<file path="config.mk">
export PLATFORM = sky130hd
export DESIGN_NAME = wp_guard
export DESIGN_NICKNAME = d
export VERILOG_FILES = /design/src/rtl/wp_pkg.sv /design/src/rtl/wp_field_unpack.sv /design/src/rtl/wp_span.sv /design/src/rtl/wp_verdict.sv /design/src/rtl/wp_guard.sv
export SDC_FILE = /design/constraint.sdc
export NUM_CORES = 1
export LEC_CHECK = 0
export ABC_CLOCK_PERIOD_IN_PS = 3230
export BUFFER_PORTS_ARGS = -buffer_cell sky130_fd_sc_hd__buf_2
export CORE_UTILIZATION = 31
export CTS_CLUSTER_SIZE = 12
export DETAILED_ROUTE_END_ITERATION = 12
export PLACE_DENSITY = 0.59
export SLEW_MARGIN = 20
export SYNTH_ARGS = -nofsm -noshare
export SYNTH_HDL_FRONTEND = slang
export SYNTH_SLANG_ARGS = --single-unit
export TNS_END_PERCENT = 20
</file>
<file path="constraint.sdc">
create_clock -name clk -period 3.23 [get_ports clk]
set_input_delay 0.323 -clock clk [delete_from_list [all_inputs] [get_ports clk]]
set_output_delay 0.323 -clock clk [all_outputs]
set_load 0.02 [all_outputs]
</file>
<file path="src/rtl/wp_pkg.sv">
package wp_pkg;

  typedef enum logic [1:0] {
    OP_PROG   = 2'd0,
    OP_SERASE = 2'd1,
    OP_BULK   = 2'd2,
    OP_RSVD   = 2'd3
  } wp_op_e;

  // positions of the protection fields inside the status byte
  localparam int LVL_LO_POS  = 2;
  localparam int LVL_HI_POS  = 6;
  localparam int END_SEL_POS = 5;

  typedef struct packed {
    logic [3:0] level;
    logic       from_bottom;
  } wp_field_t;

endpackage

</file>
<file path="src/rtl/wp_field_unpack.sv">
module wp_field_unpack
  import wp_pkg::*;
(
  input  logic [7:0] stat,
  output wp_field_t  fld
);

  always_comb begin
    fld.level       = {stat[LVL_HI_POS], stat[LVL_LO_POS+2:LVL_LO_POS]};
    fld.from_bottom = stat[END_SEL_POS];
  end

endmodule

</file>
<file path="src/rtl/wp_span.sv">
module wp_span
  import wp_pkg::*;
#(
  parameter int SECT_BITS = 9
) (
  input  wp_field_t            fld,
  output logic [SECT_BITS:0]   cnt,
  output logic [SECT_BITS:0]   lo,
  output logic [SECT_BITS:0]   hi
);

  localparam int CW = SECT_BITS + 1;
  localparam logic [CW-1:0] NSECT = CW'(1) << SECT_BITS;

  // locked count: 0, else 2^(level-1) clamped to the array size
  function automatic logic [CW-1:0] lock_count(input logic [3:0] level);
    logic [3:0] sh;
    if (level == 4'd0) return '0;
    sh = level - 4'd1;
    if (int'(sh) >= SECT_BITS) return NSECT;
    return CW'(1) << sh;
  endfunction

  always_comb begin
    cnt = lock_count(fld.level);
    if (fld.from_bottom) begin
      lo = '0;
      hi = cnt;
    end else begin
      lo = NSECT - cnt;
      hi = NSECT;
    end
  end

endmodule

</file>
<file path="src/rtl/wp_verdict.sv">
module wp_verdict
  import wp_pkg::*;
#(
  parameter int SECT_BITS = 9
) (
  input  wp_op_e                 op,
  input  logic [SECT_BITS-1:0]   sector,
  input  logic [SECT_BITS:0]     cnt,
  input  logic [SECT_BITS:0]     lo,
  input  logic [SECT_BITS:0]     hi,
  output logic                   hit,
  output logic                   any_lock,
  output logic                   allow
);

  logic [SECT_BITS:0] sec_ext;

  always_comb begin
    sec_ext  = {1'b0, sector};
    hit      = (sec_ext >= lo) && (sec_ext < hi);
    any_lock = (cnt != '0);
    unique case (op)
      OP_PROG, OP_SERASE: allow = !hit;
      OP_BULK:            allow = !any_lock;
      default:            allow = 1'b0;
    endcase
  end

endmodule

</file>
<file path="src/rtl/wp_guard.sv">
module wp_guard
  import wp_pkg::*;
#(
  parameter int SECT_BITS  = 9,
  parameter int SECT_SHIFT = 16,
  parameter int ADDR_W     = SECT_BITS + SECT_SHIFT
) (
  input  logic              clk,
  input  logic              rst_n,
  input  logic              stat_we,
  input  logic [7:0]        stat_byte,
  input  logic              cmd_valid,
  input  logic [1:0]        cmd_op,
  input  logic [ADDR_W-1:0] cmd_addr,
  output logic              resp_valid,
  output logic              resp_allow
);

  wp_field_t            fld_new;
  wp_field_t            fld_q;
  logic [SECT_BITS:0]   lock_cnt;
  logic [SECT_BITS:0]   lock_lo;
  logic [SECT_BITS:0]   lock_hi;
  logic [SECT_BITS-1:0] tgt_sector;
  logic                 tgt_hit;
  logic                 any_lock;
  logic                 verdict;

  logic unused_bits;
  assign unused_bits = ^{stat_byte[7], stat_byte[1:0], cmd_addr[SECT_SHIFT-1:0]};

  wp_field_unpack u_unpack (
    .stat (stat_byte),
    .fld  (fld_new)
  );

  // status fields held until the next capture strobe
  always_ff @(posedge clk or negedge rst_n) begin
    if (!rst_n)       fld_q <= '0;
    else if (stat_we) fld_q <= fld_new;
  end

  wp_span #(.SECT_BITS(SECT_BITS)) u_span (
    .fld (fld_q),
    .cnt (lock_cnt),
    .lo  (lock_lo),
    .hi  (lock_hi)
  );

  assign tgt_sector = cmd_addr[ADDR_W-1:SECT_SHIFT];

  wp_verdict #(.SECT_BITS(SECT_BITS)) u_verdict (
    .op       (wp_op_e'(cmd_op)),
    .sector   (tgt_sector),
    .cnt      (lock_cnt),
    .lo       (lock_lo),
    .hi       (lock_hi),
    .hit      (tgt_hit),
    .any_lock (any_lock),
    .allow    (verdict)
  );

  always_ff @(posedge clk or negedge rst_n) begin
    if (!rst_n) begin
      resp_valid <= 1'b0;
      resp_allow <= 1'b0;
    end else begin
      resp_valid <= cmd_valid;
      resp_allow <= cmd_valid && verdict;
    end
  end

endmodule

</file>
---- Yosys cells after proc, flatten, opt, wreduce, memory -nomap -nowiden ----
Cells that the tools add are included.
storage, ports and cells
  flip-flop bits (word level) ............. 7
  output and inout bits ................... 2
  word-level logic and storage cells ...... 30
operators by class
  $lt $le $gt $ge ......................... 3
  muxes and demuxes ....................... 10
  reduce and logical (&&, ||, !) cells .... 8
  shift-type cells ........................ 1
  add/subtract/negate cells ............... 2
  equal/unequal tests ..................... 2
operators by type and width
  operator                                                               count
  10-bit two-way mux                                                     6
  9-bit by 10-bit greater-or-equal comparator with 1-bit output          1
  9-bit by 10-bit less-than comparator with 1-bit output                 1
  10-bit nonzero test                                                    1
  1-bit by 4-bit << shifter with 10-bit output, first input constant     1
  10-bit subtractor, first input constant                                1
  4-bit greater-or-equal comparator, second input constant               1
  4-bit logical NOT                                                      1
  4-bit by 1-bit subtractor with 4-bit output, second input constant     1
  1-bit two-way mux                                                      3
  2-bit by 1-bit equality test with 1-bit output, second input constant  1
  2-bit equality test, second input constant                             1
  1-bit logical AND                                                      2
  1-bit logical NOT                                                      2
  2-bit logical NOT                                                      1
  1-bit case mux with 2 select lines                                     1
  2-bit OR reduction                                                     1

---- Depth between registers and ports, before layout ----
  depth after elaboration ................. 13
  mapped depth ............................ 14
  mapped depth without buffers ............ 13

---- Cells and area by module ----
From an unflattened synthesis, not the netlist that was laid out.
second synthesis, totals
  cells, all modules ...................... 176
  area, all modules ....................... 1,306.3 um2
modules (own cells, without submodules)
  module           seq. area each (um2)  cells an instance  area each (um2)  instances
  wp_span          0.0                   93                 561.8            1
  wp_verdict       0.0                   65                 469.2            1
  wp_guard         175.2                 13                 237.7            1
  wp_field_unpack  0.0                   5                  37.5             1

---- Worst setup path before layout ----
Ideal clock, no wire load.
  kind .................................... reg-to-reg
  start ................................... reg fld_q[3] in the netlist's numbering
  end ..................................... reg resp_allow
  path buffers ............................ 0
  path slack .............................. 0.437 ns
  data arrival time ....................... 2.711 ns
  clock period less this slack ............ 2.793 ns
  cell stages (with the launch flop) ...... 12
  cell sequence ........................... dfrtp_1 > or4b_4 > ha_1 > or3b_2 > o21ai_0 > nand2_1 > nand2_1 > ha_1 > o21a_1 > o211ai_1 > o21ai_0 > a31oi_1
on the way
  word-level cells in the longest chain between the ends .. 13
  elaborated cells between the ends (all ways) .. 21
  classes of those cells .................. 2 x add/sub; 3 x order compare; 1 x shift; 9 x mux; 6 x reduce/logical
ends and longest elaborated chain
  element                                                        line              text
  start, declared                                                wp_guard.sv:20    wp_field_t fld_q;
  start signal, assigned                                         wp_guard.sv:40    else if (stat_we) fld_q <= fld_new;
  4-bit by 1-bit subtractor with 4-bit output                    wp_span.sv:19     sh = level - 4'd1;
  4-bit greater-or-equal comparator                              wp_span.sv:20     if (int'(sh) >= SECT_BITS) return NSECT;
  1-bit two-way mux                                              wp_span.sv:20
  1-bit two-way mux                                              wp_span.sv:19
  10-bit two-way mux                                             wp_span.sv:21     return CW'(1) << sh;
  10-bit two-way mux *                                           wp_span.sv:19
  10-bit subtractor                                              wp_span.sv:30     lo = NSECT - cnt;
  10-bit two-way mux                                             wp_span.sv:26     if (fld.from_bottom) begin
  9-bit by 10-bit greater-or-equal comparator with 1-bit output  wp_verdict.sv:20  hit = (sec_ext >= lo) && (sec_ext < hi);
  1-bit logical AND                                              wp_verdict.sv:20
  1-bit logical NOT                                              wp_verdict.sv:23  OP_PROG, OP_SERASE: allow = !hit;
  1-bit case mux with 2 select lines *                           wp_verdict.sv:22  unique case (op)
  1-bit logical AND *                                            wp_guard.sv:69    resp_allow <= cmd_valid && verdict;
  end signal, assigned                                           wp_guard.sv:69
  end, declared                                                  wp_guard.sv:16    output logic resp_allow
Mark *: on every way between the ends. The rest lies on a longest branch, timed or not. The select of a mux whose other input is x is not followed.
A chain may end at the register's enable or synchronous reset.

---- Worst setup path in the final report ----
Ends and elaborated chain as after synthesis.

==> reports/qor.csv <==
stage,metric,value,unit
status,outcome,finished clean,
worst_setup_path,timing_worst_setup_path_type,reg -> reg,
clock_tree,cts.repair.resized,0,
drt,detail_route.vias_per_cell,5.25,
place,hpwlAfterDp,1730,µm
worst_setup_path,critPathRequiredTime,3.39,ns
floorplanning,floorplan.rows,19,
floorplanning,floorplan.core_area,0.00281,mm²
power_and_ir_drop,power.internal,0.217,mW
power_and_ir_drop,pwr_density_cell,298,mW/mm²
power_and_ir_drop,power.share.clock,23.0,%
synthesis,synth.net_count,171,
layout,layoutNonFillerInstCount,171,
clock_tree,post-cts-setup-buffer-count,0,
power_and_ir_drop,max-vdd-ir-drop,211,µV
synthesis,synth_simple_gate_area_share,29.1,%
synthesis,portion_of_synthesized_cell_area_occupied_by_the_leading_cell_type,24.1,%
drt,wl,2080,µm
timing,finalSetupViolCount,0,
timing,setup-tns-final,0,ns
global_route,grt.total_usage,14.2,%
synthesis,yosys.cell_types.count,34,
global_route,antenna_found_initial,0,
timing,timing.final.max_slew_violations,0,
clock_tree,cts_sinks,7,
place,gp_routability_congestion,0.798,
layout,area_growth,21.3,%
place,port_buffer_count,21,
synthesis,synth_warnings,0,
layout,layout.nets,198,
synthesis,synth_ff_type,dfrtp_1,
clock_tree,tritoncts,done,
power_and_ir_drop,seqPwrFrac,30.8,%
synthesis,synthesized_netlist_cell_count,114,
power_and_ir_drop,p_sw_share,35.8,%
place,dp.cells,166,
floorplanning,initial_utilization,33.4,%
floorplanning,die-width,56.9,µm
clock_tree,cts_made_buffers,3,
synthesis,yosysTopAreaCell,ha_1,
global_route,congestion_overflow_gr,0,
synthesis,yosysSeqAreaShare,18.7,%
timing,whs,0.198,ns
clock_tree,ctsHtreeMaxLevel,1,
synthesis,largest_family_of_logic_cells_by_synthesized_area,simple AND/OR/NAND/NOR gates,
synthesis,yosys-top-cells-area,"ha_1 (24%), dfrtp_1 (19%), mux2_2 (7.2%)",
power_and_ir_drop,switching_power,0.121,mW
timing,slew_hr,70.7,%
floorplanning,floorplan.die_area,0.00324,mm²
timing,report.final.hold_viol_count,0,
global_route,via_count_of_the_first_global_routing_pass,870,
synthesis,synth_mux_area_share,7.22,%
clock_tree,clk_pin_slew_worst_paths,0.05,ns
timing,period_share,88.2,%
drt,drc,0,
floorplanning,die_height,56.9,µm
worst_setup_path,critical_path.startpoint_type,flip-flop,
drt,pre_antenna_drt_iters,4,
worst_setup_path,crit_arrival,3.01,ns
hold_path,min_delay_path_class,in -> reg,
synthesis,synthAdderAreaFrac,24.1,%
worst_setup_path,crit_end_element,flip-flop,
synthesis,asyncSetResetFlopFracSynth,100,%
timing,rsz0062_at_grt,false,
synthesis,syn_avg_cell_area,8.21,µm²
layout,num_antenna_cells,0,
timing,worst_pin_slew,0.439,ns
drt,drt_iter0_drc,11,
global_route,first_pass_grt_wire_length,3660,µm
clock_tree,insertion_delay,0.25,ns
floorplanning,boundaryPins,41,
timing,timing.final.crit_period,2.85,ns
clock_tree,cts_root_buffer,clkbuf_4,
layout,post_route_core_utilization,40.5,%
flow_run,drv.max_cap_violation_count,0,
synthesis,syn-cell-area,936,µm²
power_and_ir_drop,pwr-share-comb,46.2,%
timing,finalClockSkew,0.00182,ns
drt,detail-route-antenna-nets,0,
timing,fmax,351,MHz
global_route,grt_start_max_net_pins,17,
synthesis,ys_seq_elements,7,
drt,num_vias,897,
worst_setup_path,critPathMaxFanout,3,
synthesis,synth_compound_gate_area_share,16.2,%
clock_tree,cts_max_path_buffers,2,
drt,wl_per_cell,12.2,µm
synthesis,synth_edf_count,0,
power_and_ir_drop,p_leak,0.501,nW
synthesis,synth-xor-area-share,1.87,%
layout,drive_above_1_share,27.1,%
## cell families after synthesis
kind of cell,count (synthesis)
xor+xnor,2
mux,6
flops,7
compound gates,24
fa+ha+maj,18
simple gates,50
buf+inv,7
## cells in the final DEF (no fill, tap or decap)
cell type / instances
buf_2: 21
ha_1: 18
nand2_1: 14
nor2_1: 9
o21ai_0: 9
nand3_1: 7
dfrtp_1: 7
mux2_2: 6
buf_4: 5
nand2b_1: 4
a211oi_1: 4
nor3_1: 3
clkbuf_4: 3
nand4_1: 2
a21oi_1: 2
o21a_1: 2
inv_1: 2
a31oi_1: 2
and2b_1: 1
nand3b_1: 1
xor2_1: 1
and2_1: 1
or3_1: 1
nor2b_1: 1
and4b_1: 1
a211o_1: 1
or4b_4: 1
and3b_1: 1
nand4b_1: 1
or3b_2: 1
xnor2_1: 1
a311o_1: 1
o211ai_1: 1
a21o_1: 1
nor4b_2: 1
o21ai_1: 1
clkbuf_1: 1
dlygate4sd3_1: 1
## state kept, by name, summed over array words and instances, names as in the netlist
name,cells
fld_q,5
resp_allow,1
resp_valid,1
## Yosys cell counts, types with 2 or more instances
| cell type | count |
|---|---|
| dfrtp_1 | 7 |
| o21ai_0 | 9 |
| nand4_1 | 2 |
| a21oi_1 | 2 |
| mux2_2 | 6 |
| nor3_1 | 3 |
| nor2_1 | 9 |
| ha_1 | 18 |
| nand3_1 | 7 |
| nand2b_1 | 4 |
| a211oi_1 | 4 |
| inv_1 | 2 |
| clkbuf_1 | 5 |
| o21a_1 | 2 |
| nand2_1 | 14 |
| a31oi_1 | 2 |
## final timing paths
check	from	to	slack [ns]	depth (start not counted)
min in group asynchronous	rst_n	resp_valid$_DFF_PN0_	0.43	2
worst min register to register	fld_q[1]$_DFFE_PN0P_	fld_q[1]$_DFFE_PN0P_	0.71	2
worst max register to register	fld_q[3]$_DFFE_PN0P_	resp_allow$_DFF_PN0_	0.38	11
worst min-delay path	cmd_valid	resp_valid$_DFF_PN0_	0.20	1
max in group asynchronous	rst_n	fld_q[0]$_DFFE_PN0P_	2.64	2
worst max-delay path	fld_q[3]$_DFFE_PN0P_	resp_allow$_DFF_PN0_	0.38	11
## area by class of cell
class / instances / area [µm²]
flip-flops and latches: 7 / 175
inverters: 2 / 7.51
multi-input cells: 100 / 734
well taps: 31 / 38.8
clock buffers: 4 / 26.3
fillers: 295 / 1670
repair buffers: 27 / 153
## metal layers
| layer | routed length, µm | GRT usage, % |
|---|---|---|
| met2 | 1050 | 25.9 |
| met1 | 971 | 17.3 |
| met5 | 0 | 0 |
| met4 | 0 | 1.05 |
| met3 | 64 | 4.08 |
## stage by stage
step	area, µm²	total power, mW	setup slack (ns)
3_3_place_gp	1100	0.257	0.347
4_1_cts	1130	0.344	0.351
6_report	1130	0.338	0.380
2_1_floorplan	936	0.211	0.437
3_5_place_dp	1100	0.262	0.370
5_1_grt	1130	0.371	0.218
## power by group through the flow
stage	sequential, mW	combinational (mW)	clock [mW]
floorplan	0.108	0.103	0
global placement	0.105	0.152	0
detailed placement	0.105	0.157	0
CTS	0.104	0.158	0.0818
global route	0.105	0.180	0.0862
finish	0.104	0.156	0.0778
## repair_timing
item	4_1_cts	5_1_grt
endpoints found under the setup margin	0	0
hold buffers	1	0
endpoints found under the hold margin	7	0
## critical path, cell delays in order (launching register included)
cell	delay, ns
dfrtp_1	0.38
or4b_4	0.56
ha_1	0.22
or3b_2	0.45
o21ai_0	0.15
nand2_1	0.07
nand2_1	0.07
ha_1	0.22
o21a_1	0.17
o211ai_1	0.14
o21ai_0	0.12
a31oi_1	0.20
(Power assumes the default switching activity.)
